## config.mk

```make
export PLATFORM = sky130hd
export DESIGN_NAME = line_drive_monitor
export DESIGN_NICKNAME = d
export VERILOG_FILES = /design/src/rtl/ldm_pkg.sv /design/src/rtl/ldm_pulse_timer.sv /design/src/rtl/ldm_irq_ctrl.sv /design/src/rtl/ldm_reg_port.sv /design/src/rtl/line_drive_monitor.sv
export SDC_FILE = /design/constraint.sdc
export NUM_CORES = 1
export LEC_CHECK = 0
export BUFFER_PORTS_ARGS = -buffer_cell sky130_fd_sc_hd__buf_2
export CORE_MARGIN = 3
export CORE_UTILIZATION = 44
export CTS_BUF_LIST = sky130_fd_sc_hd__clkbuf_4 sky130_fd_sc_hd__clkbuf_8
export CTS_CLUSTER_DIAMETER = 40
export DETAILED_ROUTE_END_ITERATION = 12
export PLACE_DENSITY = 0.78
export SLEW_MARGIN = 40
export SYNTH_ARGS = -nofsm -noshare
export SYNTH_HDL_FRONTEND = slang
export SYNTH_SLANG_ARGS = --single-unit
```

## constraint.sdc

```tcl
create_clock -name clk -period 1.05 [get_ports clk]
set_input_delay 0.21 -clock clk [delete_from_list [all_inputs] [get_ports clk]]
set_output_delay 0.21 -clock clk [all_outputs]
set_load 0.02 [all_outputs]
```

## src/rtl/ldm_pkg.sv

```systemverilog
// Package: shared register map for the line drive pulse activity monitor.
// Assumes a 2-bit register address and an 8-bit data path.
package ldm_pkg;
    localparam int LDM_DATA_W = 8;
    localparam int LDM_ADDR_W = 2;

    typedef enum logic [LDM_ADDR_W-1:0] {
        REG_ALARM   = 2'd0,
        REG_IRQ_STS = 2'd1,
        REG_IRQ_EN  = 2'd2,
        REG_SPARE   = 2'd3
    } ldm_reg_e;
endpackage

```

## src/rtl/ldm_pulse_timer.sv

```systemverilog
// Module: counts pulse-free bit periods and holds the drive-failure defect.
// Assumes bit_en is a one-cycle strobe per bit period; pulses are only
// sampled when bit_en is high. The counter saturates at THRESH.
module ldm_pulse_timer #(
    parameter int THRESH = 128,
    localparam int CNT_W = $clog2(THRESH + 1)
) (
    input  logic             clk,
    input  logic             rst_n,
    input  logic             bit_en,
    input  logic             pulse_any,
    output logic             defect_q,
    output logic [CNT_W-1:0] cnt_q,
    output logic             change
);
    localparam logic [CNT_W-1:0] CNT_MAX  = CNT_W'(THRESH);
    localparam logic [CNT_W-1:0] CNT_LAST = CNT_W'(THRESH - 1);

    logic [CNT_W-1:0] cnt_d;
    logic             defect_d;

    // Next count and next defect state for this bit period.
    always_comb begin
        cnt_d    = cnt_q;
        defect_d = defect_q;
        if (bit_en) begin
            if (pulse_any) begin
                cnt_d    = '0;
                defect_d = 1'b0;
            end else begin
                if (cnt_q != CNT_MAX) begin
                    cnt_d = cnt_q + 1'b1;
                end
                if (cnt_q >= CNT_LAST) begin
                    defect_d = 1'b1;
                end
            end
        end
    end

    // A change event is any difference between next and current defect.
    assign change = (defect_d != defect_q);

    // Register count and defect.
    always_ff @(posedge clk) begin
        if (!rst_n) begin
            cnt_q    <= '0;
            defect_q <= 1'b0;
        end else begin
            cnt_q    <= cnt_d;
            defect_q <= defect_d;
        end
    end
endmodule

```

## src/rtl/ldm_irq_ctrl.sv

```systemverilog
// Module: change-of-condition status bit, interrupt enable and request line.
// Assumes change and sts_clr are single-cycle; a change beats a clear.
module ldm_irq_ctrl (
    input  logic clk,
    input  logic rst_n,
    input  logic change,
    input  logic sts_clr,
    input  logic en_wr,
    input  logic en_wdata,
    output logic sts_q,
    output logic en_q,
    output logic irq_n
);
    // Status bit: set on change, cleared by a host read otherwise.
    always_ff @(posedge clk) begin
        if (!rst_n) begin
            sts_q <= 1'b0;
        end else if (change) begin
            sts_q <= 1'b1;
        end else if (sts_clr) begin
            sts_q <= 1'b0;
        end
    end

    // Interrupt enable, written by the host.
    always_ff @(posedge clk) begin
        if (!rst_n) begin
            en_q <= 1'b0;
        end else if (en_wr) begin
            en_q <= en_wdata;
        end
    end

    // Active-low request from the enabled pending bit.
    assign irq_n = ~(sts_q & en_q);
endmodule

```

## src/rtl/ldm_reg_port.sv

```systemverilog
// Module: address decode and read multiplexer for the host register port.
// Assumes reads are combinational on the address; reg_rd only matters for
// the clear-on-read side effect.
module ldm_reg_port
    import ldm_pkg::*;
(
    input  logic [LDM_ADDR_W-1:0] reg_addr,
    input  logic                  reg_rd,
    input  logic                  reg_wr,
    input  logic [LDM_DATA_W-1:0] reg_wdata,
    input  logic                  defect,
    input  logic                  sts,
    input  logic                  en,
    output logic [LDM_DATA_W-1:0] reg_rdata,
    output logic                  sts_clr,
    output logic                  en_wr,
    output logic                  en_wdata
);
    ldm_reg_e sel;
    assign sel = ldm_reg_e'(reg_addr);

    // Read multiplexer; unused bits stay zero.
    always_comb begin
        reg_rdata = '0;
        unique case (sel)
            REG_ALARM:   reg_rdata[0] = defect;
            REG_IRQ_STS: reg_rdata[0] = sts;
            REG_IRQ_EN:  reg_rdata[0] = en;
            default:     reg_rdata    = '0;
        endcase
    end

    // Side-effect strobes toward the interrupt controller.
    assign sts_clr  = reg_rd && (sel == REG_IRQ_STS);
    assign en_wr    = reg_wr && (sel == REG_IRQ_EN);
    assign en_wdata = reg_wdata[0];
endmodule

```

## src/rtl/line_drive_monitor.sv

```systemverilog
// Module: top of the line drive pulse activity monitor. Declares a defect
// after THRESH pulse-free bit periods, clears it on any pulse, and reports
// through a clear-on-read status bit and an active-low request line.
// Assumes a single clock domain; pulse inputs are already synchronous.
module line_drive_monitor
    import ldm_pkg::*;
#(
    parameter int THRESH = 128,
    localparam int CNT_W = $clog2(THRESH + 1)
) (
    input  logic                  clk,
    input  logic                  rst_n,
    input  logic                  bit_en,
    input  logic                  pulse_pos,
    input  logic                  pulse_neg,
    input  logic [LDM_ADDR_W-1:0] reg_addr,
    input  logic                  reg_rd,
    input  logic                  reg_wr,
    input  logic [LDM_DATA_W-1:0] reg_wdata,
    output logic [LDM_DATA_W-1:0] reg_rdata,
    output logic                  irq_n
);
    logic             pulse_any;
    logic             defect_q;
    logic [CNT_W-1:0] cnt_q;
    logic             change;
    logic             sts_q;
    logic             en_q;
    logic             sts_clr;
    logic             en_wr;
    logic             en_wdata;

    // Either polarity counts as line activity.
    assign pulse_any = pulse_pos | pulse_neg;

    ldm_pulse_timer #(.THRESH(THRESH)) timer_i (
        .clk       (clk),
        .rst_n     (rst_n),
        .bit_en    (bit_en),
        .pulse_any (pulse_any),
        .defect_q  (defect_q),
        .cnt_q     (cnt_q),
        .change    (change)
    );

    ldm_irq_ctrl irq_i (
        .clk      (clk),
        .rst_n    (rst_n),
        .change   (change),
        .sts_clr  (sts_clr),
        .en_wr    (en_wr),
        .en_wdata (en_wdata),
        .sts_q    (sts_q),
        .en_q     (en_q),
        .irq_n    (irq_n)
    );

    ldm_reg_port regs_i (
        .reg_addr  (reg_addr),
        .reg_rd    (reg_rd),
        .reg_wr    (reg_wr),
        .reg_wdata (reg_wdata),
        .defect    (defect_q),
        .sts       (sts_q),
        .en        (en_q),
        .reg_rdata (reg_rdata),
        .sts_clr   (sts_clr),
        .en_wr     (en_wr),
        .en_wdata  (en_wdata)
    );
endmodule

```

# After elaboration in Yosys (flattened, before gate mapping)
# Index checks and enable logic that the tools add are counted.
word_totals:
  wordCells: 27
  ff_bits: 11
  output_inout_bits: 9
  inputBits: 17
op_classes:
  n_bitwise: 3
  n_reduce_logical: 6
  eq_ne: 4
  n_lt_le_gt_ge: 1
  addsub: 1
  n_mux: 8
op_table:
  columns: ["op", "count"]
  rows:
  - ["two-way mux 8 bit", 2]
  - ["adder 8 x 1 -> 8 bit (second input constant)", 1]
  - ["greater-or-equal comparator 8 x 7 -> 1 bit (second input constant)", 1]
  - ["inequality test 8 bit (second input constant)", 1]
  - ["two-way mux 1 bit", 5]
  - ["nonzero test 2 bit", 2]
  - ["one-hot mux 1 bit (3 select lines)", 1]
  - ["== test 2 x 1 -> 1 bit (second input constant)", 1]
  - ["== test 2 bit (second input constant)", 1]
  - ["logical AND 1 bit", 2]
  - ["zero test 2 bit", 1]
  - ["AND reduction 2 bit", 1]
  - ["AND 1 bit", 1]
  - ["inequality test 1 bit", 1]
  - ["inverter 1 bit", 1]
  - ["OR 1 bit", 1]

# Longest topological paths before layout
# Gate-level depths: netlist of the first run.
depth:
  ltp_word: 6
  depth_mapped: 5
  mapped_depth_nobuf: 5

# Hierarchy
# From an unflattened synthesis of the first run, not the netlist that was laid out.
unflattened:
  hier_cells: 81
  area_unflattened_um2: 671.9
modules_own_cells:
  columns: ["module", "instances", "area_each_um2", "cells_per_inst", "seq_area_each_um2"]
  rows:
  - ["ldm_pulse_timer", 1, 480.5, 58, 180.2]
  - ["ldm_reg_port", 1, 103.8, 15, 0.0]
  - ["ldm_irq_ctrl", 1, 81.3, 7, 40.0]
  - ["line_drive_monitor", 1, 6.3, 1, 0.0]

# Worst setup path before layout of the first run
# OpenSTA, ideal clock, no wires.
synth_timing:
  path_type: "register -> register"
  startpoint: "reg timer_i.cnt_q[1]"
  endpoint: "reg irq_i.sts_q"
  path_slack_ps: -83
  arrival_ps: 1063
  t_required_ps: 980
  setup_time_ps: 70
  path_stages_with_launch: 6
  path_buffers: 0
  period_less_slack_ps: 1133
  cell_sequence: "dfxtp_1 ha_1 nand4_1 o21ai_1 nand2_1 a21boi_1"
synth_between:
  elab_chain_len: 6
  elab_cells_between_ends: 7
  classes_between: "order compare (1); eq/ne (1); mux (4); reduce/logical (1)"
synth_rtl:
  columns: ["element", "line_no", "rtl"]
  rows:
  - ["from (decl)", "ldm_pulse_timer.sv:13", "output logic [CNT_W-1:0] cnt_q,"]
  - ["from (signal assigned)", "ldm_pulse_timer.sv:50", "cnt_q <= cnt_d;"]
  - ["greater-or-equal comparator 8 x 7 -> 1 bit *", "ldm_pulse_timer.sv:34", "if (cnt_q >= CNT_LAST) begin"]
  - ["two-way mux 1 bit *", "ldm_pulse_timer.sv:34", null]
  - ["two-way mux 1 bit *", "ldm_pulse_timer.sv:27", "if (pulse_any) begin"]
  - ["two-way mux 1 bit *", "ldm_pulse_timer.sv:26", "if (bit_en) begin"]
  - ["inequality test 1 bit *", "ldm_pulse_timer.sv:42", "assign change = (defect_d != defect_q);"]
  - ["two-way mux 1 bit or nonzero test 2 bit (tied branches)", null, null]
  - ["to (signal assigned)", "ldm_irq_ctrl.sv:17", "sts_q <= 1'b0;"]
  - ["to (signal assigned)", "ldm_irq_ctrl.sv:19", "sts_q <= 1'b1;"]
  - ["to (signal assigned)", "ldm_irq_ctrl.sv:21", "sts_q <= 1'b0;"]
  - ["to (decl)", "ldm_irq_ctrl.sv:10", "output logic sts_q,"]
# Mark *: on every way between the ends. The rest lies on a longest branch, timed or not.
# A chain may end at the register's enable or synchronous reset.

# Worst setup path after layout of the first run
layout_timing:
  startpoint: "reg irq_i.en_q"
  endpoint: "out reg_rdata[0]"
layout_between:
  elab_chain_len: 1
layout_rtl:
  columns: ["element", "line_no", "rtl"]
  rows:
  - ["from (decl)", "ldm_irq_ctrl.sv:11", "output logic en_q,"]
  - ["from (signal assigned)", "ldm_irq_ctrl.sv:30", "en_q <= en_wdata;"]
  - ["one-hot mux 1 bit (3 select lines)", "ldm_reg_port.sv:25", "unique case (sel)"]
  - ["to (decl)", "line_drive_monitor.sv:20", "output logic [LDM_DATA_W-1:0] reg_rdata,"]
# No other way between the ends.

==> impl_metrics.env, run 1 <==
export IMPL_critical_path_max_stage_delay_ns=0.32
export IMPL_yosys_area_share_simple=0.306
export IMPL_ant_nets=0
export IMPL_clkLatencyLatePin_ns=0.27
export IMPL_vias=642
export IMPL_synth_top_family_by_area="simple AND/OR/NAND/NOR gates"
export IMPL_postSynthCellCount=86
export IMPL_layout_drive_gt1_share=0.454
export IMPL_holdBufCountCts=0
export IMPL_drc=0
export IMPL_path_class="flop to output pin"
export IMPL_tritoncts="done"
export IMPL_instances_no_fill=123
export IMPL_initial_core_util=0.488
export IMPL_switching_share=0.260
export IMPL_gp_congestion=0.897
export IMPL_port_buffers=11
export IMPL_rsz0062_at_grt="true"
export IMPL_gr_usage_all_layers=0.173
export IMPL_syn_area_sq_um=659
export IMPL_n_fill_cell=115
export IMPL_final_nets=128
export IMPL_start_kind="flop"
export IMPL_grt_pass1_vias=601
export IMPL_numCtsBuffers=3
export IMPL_outcome="finished, violations left"
export IMPL_clock_skew_ns=0.00469
export IMPL_grt_overflow_total=0
export IMPL_wl_um=1510
export IMPL_syn_to_final_growth_pct=36.8
export IMPL_setup_viol_count_final=11
export IMPL_synthTopCellsByArea="dfxtp_1 33%, buf_4 9.1%, nand2_1 8.5%"
export IMPL_die_y_um=44.7
export IMPL_antennaDiodeCount=0
export IMPL_first_pass_iters=4
export IMPL_p_comb_frac=0.127
export IMPL_p_int_mw=0.630
export IMPL_hold_class="primary input to flop"
export IMPL_viasPerCell=5.22
export IMPL_grt_pass1_wl_um=2450
export IMPL_p_sw_mw=0.221
export IMPL_ff2ff_setup_slack_ns=-0.10
export IMPL_dp_slack_ns=-0.0914
export IMPL_yosys_area_top_type_share=0.334
export IMPL_synth_adder_area_share=0.0380
export IMPL_dieArea_sq_mm=0.00200
export IMPL_power_density_mw_per_mm2=943
export IMPL_violations="negative setup slack"
export IMPL_crit_path_top_delay_cell="dfxtp_2"
export IMPL_critPathBufInv=1
export IMPL_cp_top_family="flip-flops"
export IMPL_min_period_ns=1.16
export IMPL_antenna_found_initial=0
export IMPL_crit_fanout=2
export IMPL_drt_iter0_drc=9
export IMPL_synth_area_leader_cell="dfxtp_1"
export IMPL_hold_viol=0
export IMPL_post_route_util=0.668
export IMPL_worstPathRequired_ns=0.84
export IMPL_path_cells="mux2i_1, o21ai_1, buf_4"
export IMPL_ys_seq_area_frac=0.334
export IMPL_min_period_over_period=1.10
export IMPL_dp_cells=115
export IMPL_fp_dieW_um=44.7
export IMPL_wire_per_inst_um=12.2
export IMPL_grt_max_degree=10
export IMPL_ir_drop_v=0.000651
export IMPL_clockPowerShare=0.380
export IMPL_cts_buffer_depth=2
export IMPL_max_cap_violations=0
export IMPL_ios=26
export IMPL_root_buffer="clkbuf_4"
export IMPL_seqPwrFrac=0.493
export IMPL_clock_sinks=11
export IMPL_muxShareOfSynthArea=0.0304
export IMPL_power_mw=0.850
export IMPL_critPathCaptureType="output pin"
export IMPL_synth_cell_type_count=27
export IMPL_fin_tns_setup_ns=-0.672
export IMPL_core_area_sq_mm=0.00135
export IMPL_yosysWarnings=0
export IMPL_clk_pin_slew_worst_paths_ns=0.07
export IMPL_critPathArrivalTime_ns=0.95
export IMPL_syn_avg_cell_area_sq_um=7.67
export IMPL_rows=13
export IMPL_dp_hpwl_um=1000
export IMPL_htreeDepth=1
export IMPL_slew_viol_final=0
export IMPL_fmax_mhz=864
export IMPL_synth_xor_area_share=0.0531
export IMPL_synth_compound_area_frac=0.112
export IMPL_final_setup_worst_slack_ns=-0.108
export IMPL_leakage_nw=0.385
export IMPL_ys_ff_latch=11
worst reg2reg max path, delay by kind of cell, from the launching register on:
| family | cells | cell delay [ns] |
|---|---|---|
| buffers and inverters | 2 | 0.20 |
| XOR/XNOR | 1 | 0.14 |
| flip-flops | 1 | 0.38 |
| AND/OR/NAND/NOR | 3 | 0.31 |
cell usage in the layout, fill, tap and decap left out, types with 3 or more instances in the layout:
master,count
conb_1,7
nor2_1,11
buf_4,10
nor2b_1,3
buf_2,9
clkbuf_4,4
dfxtp_2,8
xnor2_1,3
buf_6,3
nand2_1,13
nand4_1,3
o21ai_1,3
through the flow:
step	hold slack, ns	cell area [sq um]
2_1_floorplan	0.379	687
5_1_grt	0.268	902
3_3_place_gp	0.476	744
6_report	0.252	902
4_1_cts	0.251	851
3_5_place_dp	0.484	744
area by class of cell:
type	instances	area, sq um	share of cell area
flip-flops and latches	11	238	0.264
well taps	15	18.8	0.0208
repair buffers	22	154	0.171
multi-input cells	68	450	0.499
inverters	3	11.3	0.0125
clock buffers	4	30.0	0.0333
what timing repair did:
action / in CTS / in global routing
setup buffers: 3 / 1
endpoints found under the setup margin: 9 / 12
resized for setup: 19 / 12
pin swaps: 11 / 9
synth_stat cells:
master     n
a22oi_1    1
a21oi_1    1
o21ai_1    1
nand2_1   15
ha_1       2
nand3_2    1
buf_2      1
nor2b_1    3
a32oi_1    1
o21a_1     1
o22ai_1    2
nand3_1    3
xnor2_1    3
nand4_1    3
buf_4      8
xor2_1     1
nor3_1     1
o21ai_0    4
nor2_1    11
a21boi_1   1
nor3_2     3
dfxtp_1   11
mux2i_1    2
inv_1      3
conb_1     1
or2_1      1
clkbuf_1   1
metal layers:
layer  routed length (um)  global-route usage  vias to the layer above
met1                  594               0.183                      299
met2                  777               0.298                       20
met4                   31              0.0904                        0
met3                  102              0.0598                        5
met5                    0                   0                        -
li1                     -                   -                      318
sequential cells by signal, indices dropped and copies added, names as in the netlist:
signal,count
irq_i.en_q,1
timer_i.cnt_q,8
timer_i.defect_q,1
irq_i.sts_q,1
power groups by stage:
stage               sequential, mW  clock [mW]  combinational [mW]
CTS                          0.419       0.323               0.103
finish                       0.419       0.323               0.108
floorplan                    0.433           0              0.0826
detailed placement           0.433           0              0.0948
global placement             0.432           0              0.0923
global route                 0.420       0.351               0.119
cell families (layout without fill, tap and decap cells):
logic type,after synthesis,in the layout
compound gates,12,12
xor+xnor,4,4
fa+ha+maj,2,2
buf+inv,13,29
flops,11,11
mux,2,2
other cells,1,7
simple gates,41,41
final timing paths:
kind,cells past startpoint,endpoint,start
setup reg to reg,6,timer_i.cnt_q[7]$_SDFFE_PN0P_,timer_i.cnt_q[1]$_SDFFE_PN0P_
setup / recovery,3,reg_rdata[0],irq_i.en_q$_SDFFE_PN0P_
hold reg to reg,2,timer_i.cnt_q[1]$_SDFFE_PN0P_,timer_i.cnt_q[1]$_SDFFE_PN0P_
hold / removal,3,irq_i.en_q$_SDFFE_PN0P_,reg_wdata[0]
No activity file was read; power rests on OpenSTA's default activity.
==> run 2: changes to the inputs <==
CELL_PAD_IN_SITES_DETAIL_PLACEMENT = 0   (was not set)
CELL_PAD_IN_SITES_GLOBAL_PLACEMENT = 1   (was not set)
CORE_UTILIZATION = 31   (was 44)
PLACE_DENSITY = 0.79   (was 0.78)
==> impl_metrics.env, run 2 (synthesis results as in run 1) <==
export IMPL_outcome="finished, violations left"
export IMPL_violations="negative setup slack"
export IMPL_p_sw_mw=0.226
export IMPL_path_class="flop to output pin"
export IMPL_htreeDepth=1
export IMPL_cts_buffer_depth=2
export IMPL_rows=16
export IMPL_grt_pass1_wl_um=2480
export IMPL_clockPowerShare=0.385
export IMPL_multi_input_area_sq_um=454
export IMPL_gr_usage_all_layers=0.126
export IMPL_setup_viol_count_final=9
export IMPL_register_area_sq_um=238
export IMPL_rr_endpoint="timer_i.cnt_q[1]$_SDFFE_PN0P_"
export IMPL_wl_met2_um=840
export IMPL_dp_hpwl_um=1130
export IMPL_ir_drop_v=0.000708
export IMPL_port_buffers=11
export IMPL_route_met3_wl_um=130
export IMPL_p_int_mw=0.626
export IMPL_dp_cells=130
export IMPL_clkLatencyLatePin_ns=0.28
export IMPL_root_buffer="clkbuf_4"
export IMPL_antennaDiodeCount=0
export IMPL_wl_um=1610
export IMPL_fp_dieW_um=52.1
export IMPL_seqPwrFrac=0.491
export IMPL_initial_core_util=0.333
export IMPL_min_period_over_period=1.13
export IMPL_syn_to_final_growth_pct=42.3
export IMPL_grt_pass1_vias=585
export IMPL_fmax_mhz=846
export IMPL_critPathCapture="reg_rdata[0]"
export IMPL_wire_per_inst_um=11.7
export IMPL_hold_class="primary input to flop"
export IMPL_first_pass_iters=4
export IMPL_clock_sinks=11
export IMPL_top_layer="met4"
export IMPL_power_density_mw_per_mm2=908
export IMPL_gp_congestion=0.752
export IMPL_max_cap_violations=0
export IMPL_worstSetupStartpoint="irq_i.en_q$_SDFFE_PN0P_"
export IMPL_timing_rr_start="timer_i.cnt_q[1]$_SDFFE_PN0P_"
export IMPL_leakage_nw=0.384
export IMPL_clock_skew_ns=0.00508
export IMPL_layout_drive_gt1_share=0.464
export IMPL_tritoncts="done"
export IMPL_start_kind="flop"
export IMPL_grt_overflow_total=0
export IMPL_hold_viol=0
export IMPL_dp_slack_ns=-0.155
export IMPL_min_period_ns=1.18
export IMPL_numCtsBuffers=3
export IMPL_crit_fanout=3
export IMPL_rsz0062_at_grt="true"
export IMPL_slew_viol_final=0
export IMPL_grt_max_degree=10
export IMPL_holdBufCountCts=0
export IMPL_switching_share=0.265
export IMPL_drc=0
export IMPL_final_nets=130
export IMPL_p_comb_frac=0.124
export IMPL_reg2reg_depth=5
export IMPL_worstPathRequired_ns=0.84
export IMPL_drt_iter0_drc=12
export IMPL_core_area_sq_mm=0.00198
export IMPL_critPathArrivalTime_ns=0.97
export IMPL_antenna_found_initial=0
export IMPL_instances_no_fill=137
export IMPL_final_cell_mix="12 x nand2_1, 12 x buf_4, 11 x nor2_1"
export IMPL_critPathCaptureType="output pin"
export IMPL_ff2ff_setup_slack_ns=-0.11
export IMPL_n_fill_cell=185
export IMPL_final_setup_worst_slack_ns=-0.132
export IMPL_die_y_um=52.1
export IMPL_ios=26
export IMPL_top_register="timer_i.cnt_q"
export IMPL_largest_reg_flops=8
export IMPL_placed_cell_area_sq_um=782
export IMPL_clk_pin_slew_worst_paths_ns=0.07
export IMPL_viasPerCell=4.74
export IMPL_ant_nets=0
export IMPL_power_mw=0.852
export IMPL_dieArea_sq_mm=0.00272
export IMPL_m1WireLength_um=618
export IMPL_vias=649
export IMPL_final_area_sq_um=938
run 2: layer usage:
layer / vias up / global-route usage
li1: 321 / -
met1: 299 / 0.129
met2: 27 / 0.215
met3: 2 / 0.0544
met4: 0 / 0.0655
met5: - / 0
run 2: power groups by stage:
stage	clock network (mW)	registers (mW)	logic, mW
after global routing	0.368	0.419	0.117
after global placement	0	0.433	0.0925
final	0.328	0.418	0.106
after detailed placement	0	0.433	0.0940
after floorplan	0	0.433	0.0826
after CTS	0.344	0.423	0.0997
run 2: worst min path at each step:
stage,depth (start not counted),from,end
floorplan,2,reg_wdata[0],irq_i.en_q$_SDFFE_PN0P_
global placement,3,reg_wdata[0],irq_i.en_q$_SDFFE_PN0P_
detailed placement,2,timer_i.cnt_q[0]$_SDFFE_PN0P_,timer_i.cnt_q[0]$_SDFFE_PN0P_
CTS,3,reg_wdata[0],irq_i.en_q$_SDFFE_PN0P_
global route,3,reg_wdata[0],irq_i.en_q$_SDFFE_PN0P_
finish,3,reg_wdata[0],irq_i.en_q$_SDFFE_PN0P_
run 2: repair_timing:
action                                  CTS  global route
buffers inserted                          2             1
pin swaps                                 7             8
gates resized for setup                  17            15
endpoints found under the setup margin   10            12
run 2: area by class of cell:
type,count,area share
Timing Repair Buffer,24,0.180
Tap cell,27,0.0360
Clock buffer,4,0.0320
Sequential cell,11,0.253
Inverter,3,0.0147
Multi-Input combinational cell,68,0.484
run 2: per-stage QoR:
stage,setup TNS [ns],utilization,hold WS [ns]
after floorplan,-0.0425,-,0.379
after global placement,-0.411,0.395,0.477
after detailed placement,-0.549,0.395,0.481
after CTS,-0.676,0.443,0.195
after global routing,-1.42,0.473,0.215
final,-0.686,0.473,0.201
run 2: critical path, cell delays in order, from the launching register on:
cell,delay [ns]
dfxtp_2,0.34
mux2i_1,0.06
o21ai_1,0.14
buf_4,0.16
==> run 3: changes to the inputs <==
SKIP_CTS_REPAIR_TIMING = 1   (was not set)
==> impl_metrics.env, run 3 (synthesis results as in run 1) <==
export IMPL_slew_viol_final=0
export IMPL_dp_slack_ns=-0.155
export IMPL_viasPerCell=4.68
export IMPL_outcome="finished, violations left"
export IMPL_antennaDiodeCount=0
export IMPL_reg2reg_depth=5
export IMPL_grt_max_degree=10
export IMPL_hold_slack_ns=0.202
export IMPL_start_kind="flop"
export IMPL_ios=26
export IMPL_initial_core_util=0.333
export IMPL_p_comb_frac=0.120
export IMPL_grt_pass1_vias=564
export IMPL_tritoncts="done"
export IMPL_clk_pin_slew_worst_paths_ns=0.08
export IMPL_grt_pass1_wl_um=2370
export IMPL_switching_share=0.267
export IMPL_multi_input_area_sq_um=452
export IMPL_dp_hpwl_um=1130
export IMPL_p_int_mw=0.624
export IMPL_syn_to_final_growth_pct=40.0
export IMPL_critPathCaptureType="flop"
export IMPL_clkLatencyLatePin_ns=0.28
export IMPL_port_buffers=11
export IMPL_grt_overflow_total=0
export IMPL_rows=16
export IMPL_ant_nets=0
export IMPL_wire_per_inst_um=11.4
export IMPL_wl_um=1550
export IMPL_critPathArrivalTime_ns=1.38
export IMPL_first_pass_iters=4
export IMPL_antenna_found_initial=0
export IMPL_n_fill_cell=183
export IMPL_ir_drop_v=0.000727
export IMPL_clock_sinks=11
export IMPL_clockPowerShare=0.388
export IMPL_worstPathRequired_ns=1.25
export IMPL_cts_buffer_depth=2
export IMPL_fp_dieW_um=52.1
export IMPL_top_register="timer_i.cnt_q"
export IMPL_hold_class="primary input to flop"
export IMPL_dieArea_sq_mm=0.00272
export IMPL_die_y_um=52.1
export IMPL_drt_iter0_drc=7
export IMPL_max_cap_violations=0
export IMPL_p_sw_mw=0.227
export IMPL_post_route_util=0.466
export IMPL_layout_drive_gt1_share=0.450
export IMPL_path_class="flop to flop"
export IMPL_min_period_over_period=1.12
export IMPL_crit_fanout=4
export IMPL_largest_reg_flops=8
export IMPL_hold_path_cell_count=3
export IMPL_setup_viol_count_final=8
export IMPL_gp_congestion=0.752
export IMPL_hold_viol=0
export IMPL_rsz0062_at_grt="true"
export IMPL_root_buffer="clkbuf_4"
export IMPL_final_nets=129
export IMPL_fmax_mhz=851
export IMPL_register_area_sq_um=238
export IMPL_power_density_mw_per_mm2=921
export IMPL_final_cell_mix="13 x nand2_1, 13 x buf_4, 11 x nor2_1"
export IMPL_violations="negative setup slack"
export IMPL_core_area_sq_mm=0.00198
export IMPL_drc=0
export IMPL_vias=636
export IMPL_seqPwrFrac=0.492
export IMPL_final_setup_worst_slack_ns=-0.125
export IMPL_clock_skew_ns=0.00907
export IMPL_leakage_nw=0.378
export IMPL_gr_usage_all_layers=0.121
export IMPL_min_period_ns=1.18
export IMPL_numCtsBuffers=3
export IMPL_htreeDepth=1
## run 3: changes by cell type in the layout (fill, tap and decap cells not counted)
cell / before / now
inv_2: 1 / 0
buf_4: 12 / 13
nand2_2: 2 / 1
nand2_1: 12 / 13
inv_4: 1 / 2
buf_6: 3 / 1
## run 3: stage by stage
stage	total power [mW]	std cells	setup TNS (ns)	area, sq um
after detailed placement	0.527	130	-0.549	782
final	0.851	136	-0.667	923
after global placement	0.525	130	-0.411	782
after floorplan	0.515	92	-0.0425	687
after global routing	0.902	136	-1.37	923
after CTS	0.861	134	-0.934	812
## run 3: cell type report
cell class,instances,area share
multi-input cells,68,0.489
flip-flops and latches,11,0.257
repair buffers,23,0.167
well taps,27,0.0366
clock buffers,4,0.0325
inverters,3,0.0176
## run 3: path summary, 6_finish.rpt
path / from / endpoint / slack (ns)
worst max-delay path: timer_i.cnt_q[0]$_SDFFE_PN0P_ / timer_i.cnt_q[1]$_SDFFE_PN0P_ / -0.13
worst min-delay path: reg_wdata[0] / irq_i.en_q$_SDFFE_PN0P_ / 0.20
worst max register to register: timer_i.cnt_q[0]$_SDFFE_PN0P_ / timer_i.cnt_q[1]$_SDFFE_PN0P_ / -0.13
worst min register to register: timer_i.cnt_q[0]$_SDFFE_PN0P_ / timer_i.cnt_q[0]$_SDFFE_PN0P_ / 0.53
## run 3: critical path, cell delays in order, from the launching register on
cell and delay [ns]:
dfxtp_4 0.37, inv_4 0.06, ha_4 0.11, nand4_1 0.16, o21a_1 0.24, o22ai_1 0.15
## run 3: per-layer routing
layer / vias to the layer above / GRT usage / share of wire
met5: - / 0 / 0
met4: 0 / 0.0655 / 0.011
met3: 2 / 0.0544 / 0.074
met2: 21 / 0.197 / 0.51
met1: 295 / 0.130 / 0.41
li1: 318 / - / -
## run 3: power by group through the flow
stage,Sequential [mW],Clock [mW],Combinational (mW)
final,0.418,0.330,0.102
after global routing,0.419,0.370,0.113
after CTS,0.423,0.344,0.0945
after detailed placement,0.433,0,0.0940
after global placement,0.433,0,0.0925
after floorplan,0.433,0,0.0826
